`src/rtl/lu_hazard_pkg.sv`:
```
// Shared types and constants for the load-use stall controller.
// Assumes a 32-bit instruction word with two 5-bit source fields.
package lu_hazard_pkg;
    localparam int XLEN    = 32;
    localparam int RIDX_W  = 5;
    localparam int SRC1_LSB = 21;
    localparam int SRC2_LSB = 16;
    localparam int PC_STEP = 4;

    typedef struct packed {
        logic       reg_dst;
        logic       alu_src;
        logic [1:0] alu_op;
    } ex_ctrl_t;

    typedef struct packed {
        logic branch;
        logic mem_write;
        logic mem_read;
    } mem_ctrl_t;

    typedef struct packed {
        logic mem_to_reg;
        logic reg_write;
    } wb_ctrl_t;

    typedef struct packed {
        ex_ctrl_t  ex;
        mem_ctrl_t mem;
        wb_ctrl_t  wb;
    } stage_ctrl_t;

    localparam int CTRL_W = $bits(stage_ctrl_t);
endpackage

```
`src/rtl/lu_detect.sv`:
```
// Load-use comparator: flags a stall when the execute-stage load targets
// a register that either decode-stage source field names.
// Assumes fields arrive already extracted; purely combinational.
module lu_detect #(
    parameter int RIDX_W = 5,
    parameter int NSRC   = 2
) (
    input  logic                           ex_mem_read,
    input  logic [RIDX_W-1:0]              ex_dst,
    input  logic [NSRC-1:0][RIDX_W-1:0]    id_src,
    output logic                           stall
);
    logic [NSRC-1:0] hit;

    // One equality comparator per decode source field.
    for (genvar s = 0; s < NSRC; s++) begin : g_cmp
        assign hit[s] = (id_src[s] == ex_dst);
    end

    // Stall only when the producer in execute is a load.
    always_comb begin
        stall = ex_mem_read && (|hit);
    end
endmodule

```
`src/rtl/lu_pc_reg.sv`:
```
// Program counter with write enable; steps by STEP when enabled.
// Assumes reset vector zero and no branch redirection.
module lu_pc_reg #(
    parameter int XLEN = 32,
    parameter int STEP = 4
) (
    input  logic            clk,
    input  logic            rst_n,
    input  logic            pc_we,
    output logic [XLEN-1:0] pc_q
);
    localparam logic [XLEN-1:0] STEP_V = XLEN'(STEP);

    // Advance or hold the counter.
    always_ff @(posedge clk) begin
        if (!rst_n)     pc_q <= '0;
        else if (pc_we) pc_q <= pc_q + STEP_V;
    end

    a_r2_pc_hold: assert property (@(posedge clk) disable iff (!rst_n)
        !pc_we |=> (pc_q == $past(pc_q)));
    a_r2_pc_step: assert property (@(posedge clk) disable iff (!rst_n)
        (pc_we && $past(rst_n)) |=> (pc_q == $past(pc_q) + STEP_V));
endmodule

```
`src/rtl/lu_ifid_reg.sv`:
```
// Fetch/decode instruction register with write enable.
// Assumes an empty (all-zero) word stands for no instruction.
module lu_ifid_reg #(
    parameter int XLEN = 32
) (
    input  logic            clk,
    input  logic            rst_n,
    input  logic            we,
    input  logic [XLEN-1:0] instr_d,
    output logic [XLEN-1:0] instr_q
);
    // Capture the fetched word unless frozen.
    always_ff @(posedge clk) begin
        if (!rst_n)  instr_q <= '0;
        else if (we) instr_q <= instr_d;
    end

    a_r3_ifid_hold: assert property (@(posedge clk) disable iff (!rst_n)
        !we |=> $stable(instr_q));
endmodule

```
`src/rtl/lu_idex_reg.sv`:
```
// Decode/execute register: control word through a bubble mux, plus the
// instruction word, which is always copied. Assumes zero control = no-op.
module lu_idex_reg #(
    parameter int XLEN = 32
) (
    input  logic                        clk,
    input  logic                        rst_n,
    input  logic                        bubble,
    input  lu_hazard_pkg::stage_ctrl_t  ctrl_d,
    input  logic [XLEN-1:0]             instr_d,
    output lu_hazard_pkg::stage_ctrl_t  ctrl_q,
    output logic [XLEN-1:0]             instr_q
);
    import lu_hazard_pkg::*;
    stage_ctrl_t ctrl_mux;

    // Replace every control field with zero when a bubble is requested.
    always_comb begin
        ctrl_mux = bubble ? stage_ctrl_t'('0) : ctrl_d;
    end

    // Register the control word and the instruction each cycle.
    always_ff @(posedge clk) begin
        if (!rst_n) begin
            ctrl_q  <= '0;
            instr_q <= '0;
        end else begin
            ctrl_q  <= ctrl_mux;
            instr_q <= instr_d;
        end
    end

    a_r4_bubble_zero: assert property (@(posedge clk) disable iff (!rst_n)
        bubble |=> (ctrl_q == '0));
    a_r4_instr_passes: assert property (@(posedge clk) disable iff (!rst_n)
        1'b1 |=> (instr_q == $past(instr_d)));
endmodule

```
`src/rtl/lu_stall_ctrl.sv`:
```
// Load-use stall controller top: detection plus PC, IF/ID and ID/EX
// control model. Assumes decoding of the IF/ID word happens outside
// and returns on dec_ctrl_i in the same cycle.
module lu_stall_ctrl #(
    parameter int XLEN     = lu_hazard_pkg::XLEN,
    parameter int RIDX_W   = lu_hazard_pkg::RIDX_W,
    parameter int SRC1_LSB = lu_hazard_pkg::SRC1_LSB,
    parameter int SRC2_LSB = lu_hazard_pkg::SRC2_LSB,
    parameter int PC_STEP  = lu_hazard_pkg::PC_STEP,
    parameter int CTRL_W   = lu_hazard_pkg::CTRL_W
) (
    input  logic              clk,
    input  logic              rst_n,
    input  logic [XLEN-1:0]   fetch_instr_i,
    input  logic [CTRL_W-1:0] dec_ctrl_i,
    output logic [XLEN-1:0]   pc_o,
    output logic              pc_write_o,
    output logic              ifid_write_o,
    output logic              bubble_sel_o,
    output logic [XLEN-1:0]   ifid_instr_o,
    output logic [CTRL_W-1:0] idex_ctrl_o,
    output logic [XLEN-1:0]   idex_instr_o
);
    import lu_hazard_pkg::*;
    localparam int NSRC = 2;

    stage_ctrl_t                     idex_ctrl;
    logic                            stall;
    logic [NSRC-1:0][RIDX_W-1:0]     id_src;
    logic [RIDX_W-1:0]               ex_dst;

    // Extract register fields from the two pipeline registers.
    always_comb begin
        id_src[0] = ifid_instr_o[SRC1_LSB +: RIDX_W];
        id_src[1] = ifid_instr_o[SRC2_LSB +: RIDX_W];
        ex_dst    = idex_instr_o[SRC2_LSB +: RIDX_W];
    end

    lu_detect #(.RIDX_W(RIDX_W), .NSRC(NSRC)) detect_i (
        .ex_mem_read (idex_ctrl.mem.mem_read),
        .ex_dst      (ex_dst),
        .id_src      (id_src),
        .stall       (stall)
    );

    // Fan the stall out to the three pipeline controls.
    always_comb begin
        pc_write_o   = !stall;
        ifid_write_o = !stall;
        bubble_sel_o = stall;
    end

    lu_pc_reg #(.XLEN(XLEN), .STEP(PC_STEP)) pc_i (
        .clk   (clk),
        .rst_n (rst_n),
        .pc_we (pc_write_o),
        .pc_q  (pc_o)
    );

    lu_ifid_reg #(.XLEN(XLEN)) ifid_i (
        .clk     (clk),
        .rst_n   (rst_n),
        .we      (ifid_write_o),
        .instr_d (fetch_instr_i),
        .instr_q (ifid_instr_o)
    );

    lu_idex_reg #(.XLEN(XLEN)) idex_i (
        .clk     (clk),
        .rst_n   (rst_n),
        .bubble  (bubble_sel_o),
        .ctrl_d  (stage_ctrl_t'(dec_ctrl_i)),
        .instr_d (ifid_instr_o),
        .ctrl_q  (idex_ctrl),
        .instr_q (idex_instr_o)
    );

    // Present the registered control word as a flat vector.
    always_comb begin
        idex_ctrl_o = idex_ctrl;
    end

    a_r6_single_stall: assert property (@(posedge clk) disable iff (!rst_n)
        stall |=> !stall);
    a_r5_enables_agree: assert property (@(posedge clk) disable iff (!rst_n)
        (pc_write_o == ifid_write_o) && (bubble_sel_o == !pc_write_o));
    a_r8_reset_clear: assert property (@(posedge clk)
        !rst_n |=> (pc_o == '0 && idex_ctrl_o == '0 && ifid_instr_o == '0));
endmodule

```
`config.mk`:
```
export PLATFORM = sky130hd
export DESIGN_NAME = lu_stall_ctrl
export DESIGN_NICKNAME = d
export VERILOG_FILES = /design/src/rtl/lu_hazard_pkg.sv /design/src/rtl/lu_detect.sv /design/src/rtl/lu_pc_reg.sv /design/src/rtl/lu_ifid_reg.sv /design/src/rtl/lu_idex_reg.sv /design/src/rtl/lu_stall_ctrl.sv
export SDC_FILE = /design/constraint.sdc
export NUM_CORES = 1
export LEC_CHECK = 0
export ABC_AREA = 1
export BUFFER_PORTS_ARGS = -buffer_cell sky130_fd_sc_hd__buf_2
export CELL_PAD_IN_SITES_DETAIL_PLACEMENT = 1
export CELL_PAD_IN_SITES_GLOBAL_PLACEMENT = 1
export CORE_ASPECT_RATIO = 1.75
export CORE_UTILIZATION = 34
export CTS_CLUSTER_SIZE = 28
export DETAILED_ROUTE_END_ITERATION = 10
export GPL_TIMING_DRIVEN = 0
export PLACE_DENSITY = 0.77
export SLEW_MARGIN = 40
export SYNTH_ARGS = -nofsm -noshare
export SYNTH_HDL_FRONTEND = slang
export SYNTH_HIERARCHICAL = 1
export SYNTH_SLANG_ARGS = --single-unit
```
`constraint.sdc`:
```
create_clock -name clk -period 1.9 [get_ports clk]
set_input_delay 0 -clock clk [delete_from_list [all_inputs] [get_ports clk]]
set_output_delay 0 -clock clk [all_outputs]
set_load 0.02 [all_outputs]
```
==> results of run 1 <==
-- layer usage --
metal,up-vias,GRT usage
met5,-,0
li1,2311,-
met4,0,0.111
met2,119,0.475
met1,2207,0.204
met3,39,0.0412
-- cells in the final DEF (no fill, tap or decap), types with 3 or more instances in the layout --
| cell | count |
|---|---|
| o21ai_0 | 7 |
| nand4_1 | 7 |
| dfxtp_1 | 90 |
| a21oi_1 | 11 |
| buf_4 | 10 |
| nor2_4 | 10 |
| buf_2 | 152 |
| nand3_2 | 4 |
| inv_1 | 117 |
| nor2_1 | 127 |
| nand2_2 | 12 |
| dlygate4sd3_1 | 41 |
| nand2_1 | 176 |
| buf_6 | 10 |
| clkbuf_16 | 10 |
| dfxtp_4 | 4 |
| nor3_1 | 5 |
| clkinv_4 | 3 |
| nor2_2 | 8 |
| dfxtp_2 | 9 |
| nand3_1 | 24 |
-- worst max-delay path, delay by kind of cell (launching register included) --
kind / cells / cell delay [ns]
buffers and inverters: 4 / 0.51
AND/OR/NAND/NOR: 5 / 0.47
AO/OA/AOI/OAI: 2 / 0.42
flip-flops: 1 / 0.37
-- kinds of logic (layout without fill, tap and decap cells) --
| logic type | after synthesis | in the layout | share of synthesized area |
|---|---|---|---|
| AND/OR/NAND/NOR | 376 | 376 | 0.351 |
| buffers and inverters | 141 | 353 | 0.143 |
| flip-flops | 103 | 103 | 0.469 |
| AO/OA/AOI/OAI | 23 | 23 | 0.0279 |
| XOR/XNOR | 3 | 3 | 0.00598 |
| adder cells (fa/ha/maj) | 1 | 1 | 0.00284 |
| other | 1 | 2 | 0.000853 |
-- registers in the layout, summed over array words and instances (netlist names) --
register	flops
pc_i/pc_q	30
idex_i/instr_q	32
idex_i/ctrl_q	9
ifid_i/instr_q	32
-- area by class of cell --
cell class / instances / area [sq um]
Clock inverter: 6 / 55.1
Sequential cell: 103 / 2090
Tap cell: 168 / 210
Multi-Input combinational cell: 405 / 1820
Buffer: 20 / 181
Fill cell: 1694 / 6300
Clock buffer: 10 / 229
Inverter: 121 / 462
Timing Repair Buffer: 196 / 1220
-- power breakdown --
| group | total (mW) | internal [mW] | leakage (nW) | switching (mW) |
|---|---|---|---|---|
| clock | 1.78 | 0.913 | 0.133 | 0.871 |
| sequential | 2.38 | 2.28 | 0.852 | 0.0948 |
| combinational | 0.861 | 0.339 | 2.46 | 0.521 |
-- worst min-delay path by stage --
| stage | start | end | slack (ns) |
|---|---|---|---|
| after detailed placement | dec_ctrl_i[6] | idex_i/ctrl_q[6]$_SDFF_PP0_ | 0.23 |
| after global placement | dec_ctrl_i[6] | idex_i/ctrl_q[6]$_SDFF_PP0_ | 0.21 |
| final | rst_n | ifid_i/instr_q[31]$_SDFFE_PN0P_ | -0.0008 |
| after global routing | rst_n | ifid_i/instr_q[31]$_SDFFE_PN0P_ | 0.02 |
| after floorplan | dec_ctrl_i[0] | idex_i/ctrl_q[0]$_SDFF_PP0_ | 0.11 |
| after CTS | rst_n | ifid_i/instr_q[31]$_SDFFE_PN0P_ | 0.005 |
-- what timing repair did --
item / 4_1_cts / 5_1_grt
endpoints found under the setup margin: 20 / 36
endpoints found under the hold margin: 41 / 0
gates cloned: 0 / 1
pin swaps: 1 / 10
hold buffers: 41 / 0
gates resized for setup: 11 / 39
buffers inserted: 0 / 6
-- through the flow --
step / power, mW / hold WS (ns)
3_3_place_gp: 3.10 / 0.215
5_1_grt: 5.25 / 0.0171
4_1_cts: 5.00 / 0.00460
3_5_place_dp: 3.13 / 0.228
6_report: 5.02 / -0.000796
2_1_floorplan: 2.85 / 0.112
==> flow_metrics.env, run 1 <==
export IMPL_h_tree_depth=3
export IMPL_dieArea_sq_um=13400
export IMPL_wl_met3_um=634
export IMPL_fmax_ghz=0.529
export IMPL_whs_path_depth=3
export IMPL_antenna_found_initial=0
export IMPL_wl_met2_mm=9.36
export IMPL_cts_num_sinks=103
export IMPL_synth_ff_type="dfxtp_1"
export IMPL_overflow=0
export IMPL_worstHoldPathType="primary input to flop"
export IMPL_insertion_delay_ns=0.35
export IMPL_ys_types=27
export IMPL_synth_cells=648
export IMPL_io_pin_count=151
export IMPL_routed_wl_mm=15.6
export IMPL_wl_met1_mm=5.11
export IMPL_row_count=54
export IMPL_leakagePower_nw=3.45
export IMPL_powerDensity_nw_per_um2=801
export IMPL_drive_gt1_frac=0.283
export IMPL_yosysSeqAreaShare=0.469
export IMPL_antenna_cells=0
export IMPL_crit_end="pc_i/pc_q[3]$_SDFFE_PN0P_"
export IMPL_initial_core_util=0.350
export IMPL_syn_area_sq_um=4400
export IMPL_setup_viol=0
export IMPL_grt_pass1_vias=5013
export IMPL_arrival_ns=2.12
export IMPL_dr_first_iter_drc_count=86
export IMPL_reg2reg_depth=11
export IMPL_wire_per_inst_um=15.2
export IMPL_drc_errors=0
export IMPL_crit_path_end_kind="flop"
export IMPL_status="finished with violations"
export IMPL_ys_top_cells_by_count="183 x nand2_1, 134 x nor2_1, 119 x inv_1"
export IMPL_syn_area_per_cell_sq_um=6.79
export IMPL_dp_cells=965
export IMPL_maxCapViolCount=0
export IMPL_holdWs_ns=-0.000796
export IMPL_async_reset_ff_frac=0
export IMPL_r2r_start="idex_i/instr_q[16]$_SDFF_PN0_"
export IMPL_synth_edff_count=0
export IMPL_place_congestion=0.863
export IMPL_instances_no_fill=1029
export IMPL_grt_pass1_wl_mm=24.0
export IMPL_top_layer_used="met4"
export IMPL_num_vias=4676
export IMPL_crit_chain="inv_1 -> nand2_1 -> nand2_2 -> nor2_4 -> nand3_2 -> a21oi_4 -> clkinv_4 -> buf_4 -> clkbuf_16 -> o21ai_0 -> nor2_1"
export IMPL_dp_slack_ns=-0.190
export IMPL_irDropWorstVdd_uv=423
export IMPL_track_usage=0.233
export IMPL_tightestPinTransition_ns=0.551
export IMPL_fin_area_sq_um=6270
export IMPL_postPlaceCellArea_sq_um=5360
export IMPL_design_core_area_sq_um=12600
export IMPL_cpPeakStageDelay_ns=0.37
export IMPL_cp_start_kind="flop"
export IMPL_dieWidth_um=88.0
export IMPL_yosysMostFrequentCell="nand2_1"
export IMPL_violations="hold timing"
export IMPL_ant_nets=0
export IMPL_hpwlAfterDp_mm=10.9
export IMPL_rrSetupSlack_ns=0.01
export IMPL_via_per_inst=4.54
export IMPL_slew_viol_final=0
export IMPL_numCtsBuffers=9
export IMPL_period_share=0.994
export IMPL_finalHoldViolCount=1
export IMPL_dr_pass1_iters=4
export IMPL_fin_nets=900
export IMPL_synth_area_leader_cell="dfxtp_1"
export IMPL_crit_start="idex_i/instr_q[16]$_SDFF_PN0_"
export IMPL_ys_seq_elements=103
export IMPL_slew_headroom=0.632
export IMPL_setup_slack_ns=0.0106
export IMPL_syn2layout_area_growth_pct=42.6
export IMPL_synth_warnings=6
export IMPL_cp_max_fo=7
export IMPL_clock_path_buffers=2
export IMPL_final_util=0.499
export IMPL_critical_path_class="flop to flop"
export IMPL_cp_slowest_cell="dfxtp_4"
export IMPL_setup_tns_final_ns=0
export IMPL_cp_required_ns=2.13
export IMPL_post_route_min_period_ns=1.89
export IMPL_r2r_end="pc_i/pc_q[3]$_SDFFE_PN0P_"
export IMPL_cts_tree="yes"
export IMPL_grt_max_degree=19
export IMPL_yosys_area_top_type_share=0.469
export IMPL_clock_root_buffer="clkbuf_16"
export IMPL_path_clk_slew_ns=0.07
export IMPL_synth_top_cells_by_area="dfxtp_1 47%, nand2_1 16%, nor2_1 11%"
export IMPL_fin_skew_ns=0.00735
export IMPL_rsz0062_at_grt="true"
export IMPL_die_h_um=152
export IMPL_io_buffers=148
Power figures use the tool's default switching activity.
==> run 2: changes to the inputs <==
--- a/config.mk
+++ b/config.mk
@@ -5,12 +5,11 @@
 export SDC_FILE = /design/constraint.sdc
 export NUM_CORES = 1
 export LEC_CHECK = 0
-export ABC_AREA = 1
 export BUFFER_PORTS_ARGS = -buffer_cell sky130_fd_sc_hd__buf_2
 export CELL_PAD_IN_SITES_DETAIL_PLACEMENT = 1
 export CELL_PAD_IN_SITES_GLOBAL_PLACEMENT = 1
 export CORE_ASPECT_RATIO = 1.75
-export CORE_UTILIZATION = 34
+export CORE_UTILIZATION = 36
 export CTS_CLUSTER_SIZE = 28
 export DETAILED_ROUTE_END_ITERATION = 10
 export GPL_TIMING_DRIVEN = 0
==> flow_metrics.env, run 2 <==
export IMPL_insertion_delay_ns=0.35
export IMPL_maxCapViolCount=0
export IMPL_fin_nets=628
export IMPL_cp_slowest_cell="or4_4"
export IMPL_synthXorXnorAreaFrac=0.0513
export IMPL_violations="setup timing"
export IMPL_hpwlAfterDp_mm=7.94
export IMPL_ant_nets=0
export IMPL_rsz0062_at_grt="true"
export IMPL_biggestRegsByFlops="idex_i/instr_q x32, ifid_i/instr_q x32, pc_i/pc_q x30"
export IMPL_synth_compound_area_frac=0.0497
export IMPL_initial_core_util=0.369
export IMPL_cts_num_sinks=103
export IMPL_yosys_area_share_simple=0.236
export IMPL_yosys_area_top_type_share=0.526
export IMPL_post_route_min_period_ns=2.30
export IMPL_fmax_ghz=0.436
export IMPL_period_share=1.21
export IMPL_irDropWorstVdd_uv=565
export IMPL_critPathTopFamily="simple AND/OR/NAND/NOR gates"
export IMPL_crit_chain="xnor2_2 -> nand4_1 -> o22ai_4 -> inv_4 -> nand4_1 -> or4_4 -> buf_6 -> clkbuf_4 -> o31ai_2 -> a21oi_2"
export IMPL_async_reset_ff_frac=0
export IMPL_cts_tree="yes"
export IMPL_path_clk_slew_ns=0.07
export IMPL_critical_path_class="flop to flop"
export IMPL_io_pin_count=151
export IMPL_clock_path_buffers=2
export IMPL_synth_top_cells_by_area="dfxtp_1 53%, mux2i_1 8.7%, and2_1 5.4%"
export IMPL_dr_first_iter_drc_count=93
export IMPL_rrSetupSlack_ns=-0.40
export IMPL_synth_cells=370
export IMPL_holdWs_ns=0.0903
export IMPL_fin_skew_ns=0.0120
export IMPL_mostFrequentLayoutCell="buf_2"
export IMPL_drive_gt1_frac=0.409
export IMPL_grt_pass1_wl_mm=18.7
export IMPL_overflow=0
export IMPL_tightestPinTransition_ns=0.654
export IMPL_powerDensity_nw_per_um2=836
export IMPL_place_congestion=0.792
export IMPL_yosysSeqAreaShare=0.526
export IMPL_leakagePower_nw=2.82
export IMPL_dieWidth_um=80.9
export IMPL_slew_viol_final=0
export IMPL_routed_wl_mm=12.7
export IMPL_status="finished with violations"
export IMPL_syn2layout_area_growth_pct=51.8
export IMPL_dr_pass1_iters=6
export IMPL_r2r_end="pc_i/pc_q[28]$_SDFFE_PN0P_"
export IMPL_worstHoldPathType="primary input to flop"
export IMPL_num_vias=3527
export IMPL_drc_errors=0
export IMPL_grt_pass1_vias=3755
export IMPL_finalHoldViolCount=0
export IMPL_synth_area_leader_cell="dfxtp_1"
export IMPL_antenna_cells=0
export IMPL_cp_max_fo=10
export IMPL_arrival_ns=2.52
export IMPL_dieArea_sq_um=11300
export IMPL_yosysMostFrequentCell="dfxtp_1"
export IMPL_synthMuxAreaShare=0.0867
export IMPL_cpPeakStageDelay_ns=0.43
export IMPL_hp_start="rst_n"
export IMPL_track_usage=0.219
export IMPL_whs_path_depth=2
export IMPL_numCtsBuffers=9
export IMPL_crit_buf_inv=3
export IMPL_clock_root_buffer="clkbuf_16"
export IMPL_row_count=50
export IMPL_ys_seq_elements=103
export IMPL_setup_tns_final_ns=-5.35
export IMPL_synth_warnings=6
export IMPL_nFillCells=1184
export IMPL_setup_viol=47
export IMPL_cpMostUsedCell="nand4_1"
export IMPL_reg2reg_depth=10
export IMPL_cp_start_kind="flop"
export IMPL_cp_required_ns=2.12
export IMPL_io_buffers=148
export IMPL_h_tree_depth=3
export IMPL_antenna_found_initial=0
export IMPL_min_to="pc_i/pc_q[27]$_SDFFE_PN0P_"
export IMPL_ys_top_cells_by_count="103 x dfxtp_1, 34 x and2_1, 34 x mux2i_1"
export IMPL_final_cell_mix="147 x buf_2, 88 x dfxtp_1, 41 x dlygate4sd3_1"
export IMPL_synth_edff_count=0
export IMPL_die_h_um=140
export IMPL_ys_types=36
export IMPL_synth_ff_type="dfxtp_1"
export IMPL_crit_path_end_kind="flop"
export IMPL_r2r_start="idex_i/instr_q[19]$_SDFF_PN0_"
export IMPL_synth_adder_area_share=0.00319
export IMPL_grt_max_degree=19
export IMPL_via_per_inst=4.91
export IMPL_design_core_area_sq_um=10600
export IMPL_setup_slack_ns=-0.395
export IMPL_syn_area_per_cell_sq_um=10.6
export IMPL_slew_headroom=0.564
export IMPL_syn_area_sq_um=3920
export IMPL_wire_per_inst_um=17.7
export IMPL_synth_top_family_by_area="simple AND/OR/NAND/NOR gates"
[run 2: layout make-up]
cell class,instances,area [sq um],share of cell area
Timing Repair Buffer,203,1330,0.224
Sequential cell,103,2090,0.350
Inverter,4,17.5,0.00294
Clock inverter,5,40.0,0.00672
Buffer,22,183,0.0307
Multi-Input combinational cell,241,1880,0.316
Clock buffer,11,253,0.0424
Tap cell,130,163,0.0273
[run 2: worst max path at each step]
| stage | from | end | depth (start not counted) |
|---|---|---|---|
| floorplan | idex_i/instr_q[20]$_SDFF_PN0_ | pc_i/pc_q[24]$_SDFFE_PN0P_ | 10 |
| global placement | idex_i/instr_q[20]$_SDFF_PN0_ | pc_i/pc_q[26]$_SDFFE_PN0P_ | 10 |
| detailed placement | idex_i/instr_q[20]$_SDFF_PN0_ | pc_i/pc_q[24]$_SDFFE_PN0P_ | 10 |
| CTS | idex_i/instr_q[20]$_SDFF_PN0_ | pc_i/pc_q[24]$_SDFFE_PN0P_ | 9 |
| global route | idex_i/instr_q[19]$_SDFF_PN0_ | pc_i/pc_q[28]$_SDFFE_PN0P_ | 10 |
| finish | idex_i/instr_q[19]$_SDFF_PN0_ | pc_i/pc_q[28]$_SDFFE_PN0P_ | 10 |
[run 2: layer usage]
layer / wire length (um) / track usage
met1: 4490 / 0.210
met2: 7220 / 0.412
met3: 610 / 0.0560
met4: 380 / 0.105
met5: 0 / 0
[run 2: timing repair]
| action | 4_1_cts | 5_1_grt |
|---|---|---|
| cloned | 1 | 2 |
| setup buffers | 7 | 5 |
| endpoints found under the hold margin | 41 | 0 |
| pin swaps | 6 | 8 |
| setup endpoints to repair | 24 | 59 |
| hold buffers | 41 | 0 |
| gates resized for setup | 17 | 29 |
[run 2: report_power, final]
part	leakage, nW	internal (mW)	switching, mW
combinational	1.83	0.395	0.431
sequential	0.851	2.27	0.0898
clock	0.134	0.967	0.828
total	2.82	3.63	1.35
[run 2: logic make-up (layout without fill, tap and decap cells)]
family	after synthesis	after routing
AND/OR/NAND/NOR	150	150
AO/OA/AOI/OAI	31	31
flip-flops	103	103
multiplexers	34	34
other	1	2
XOR/XNOR	23	23
buffers and inverters	27	245
adder cells (fa/ha/maj)	1	1
[run 2: worst register-to-register path: cells and delay by family (launching register included)]
| kind | cells | cell delay, ns |
|---|---|---|
| flip-flops | 1 | 0.37 |
| XOR/XNOR | 1 | 0.14 |
| buffers and inverters | 3 | 0.46 |
| AO/OA/AOI/OAI | 3 | 0.54 |
| AND/OR/NAND/NOR | 3 | 0.67 |
[run 2: through the flow]
| step | worst slack [ns] | instances | instance area, sq um | util | total power [mW] |
|---|---|---|---|---|---|
| after floorplan | -0.453 | 371 | 3980 | - | 2.82 |
| after global placement | -0.553 | 649 | 4890 | 0.459 | 3.04 |
| after detailed placement | -0.618 | 649 | 4890 | 0.459 | 3.06 |
| after CTS | -0.337 | 713 | 5740 | 0.540 | 4.97 |
| after global routing | -0.478 | 719 | 5960 | 0.560 | 5.20 |
| final | -0.395 | 719 | 5960 | 0.560 | 4.98 |
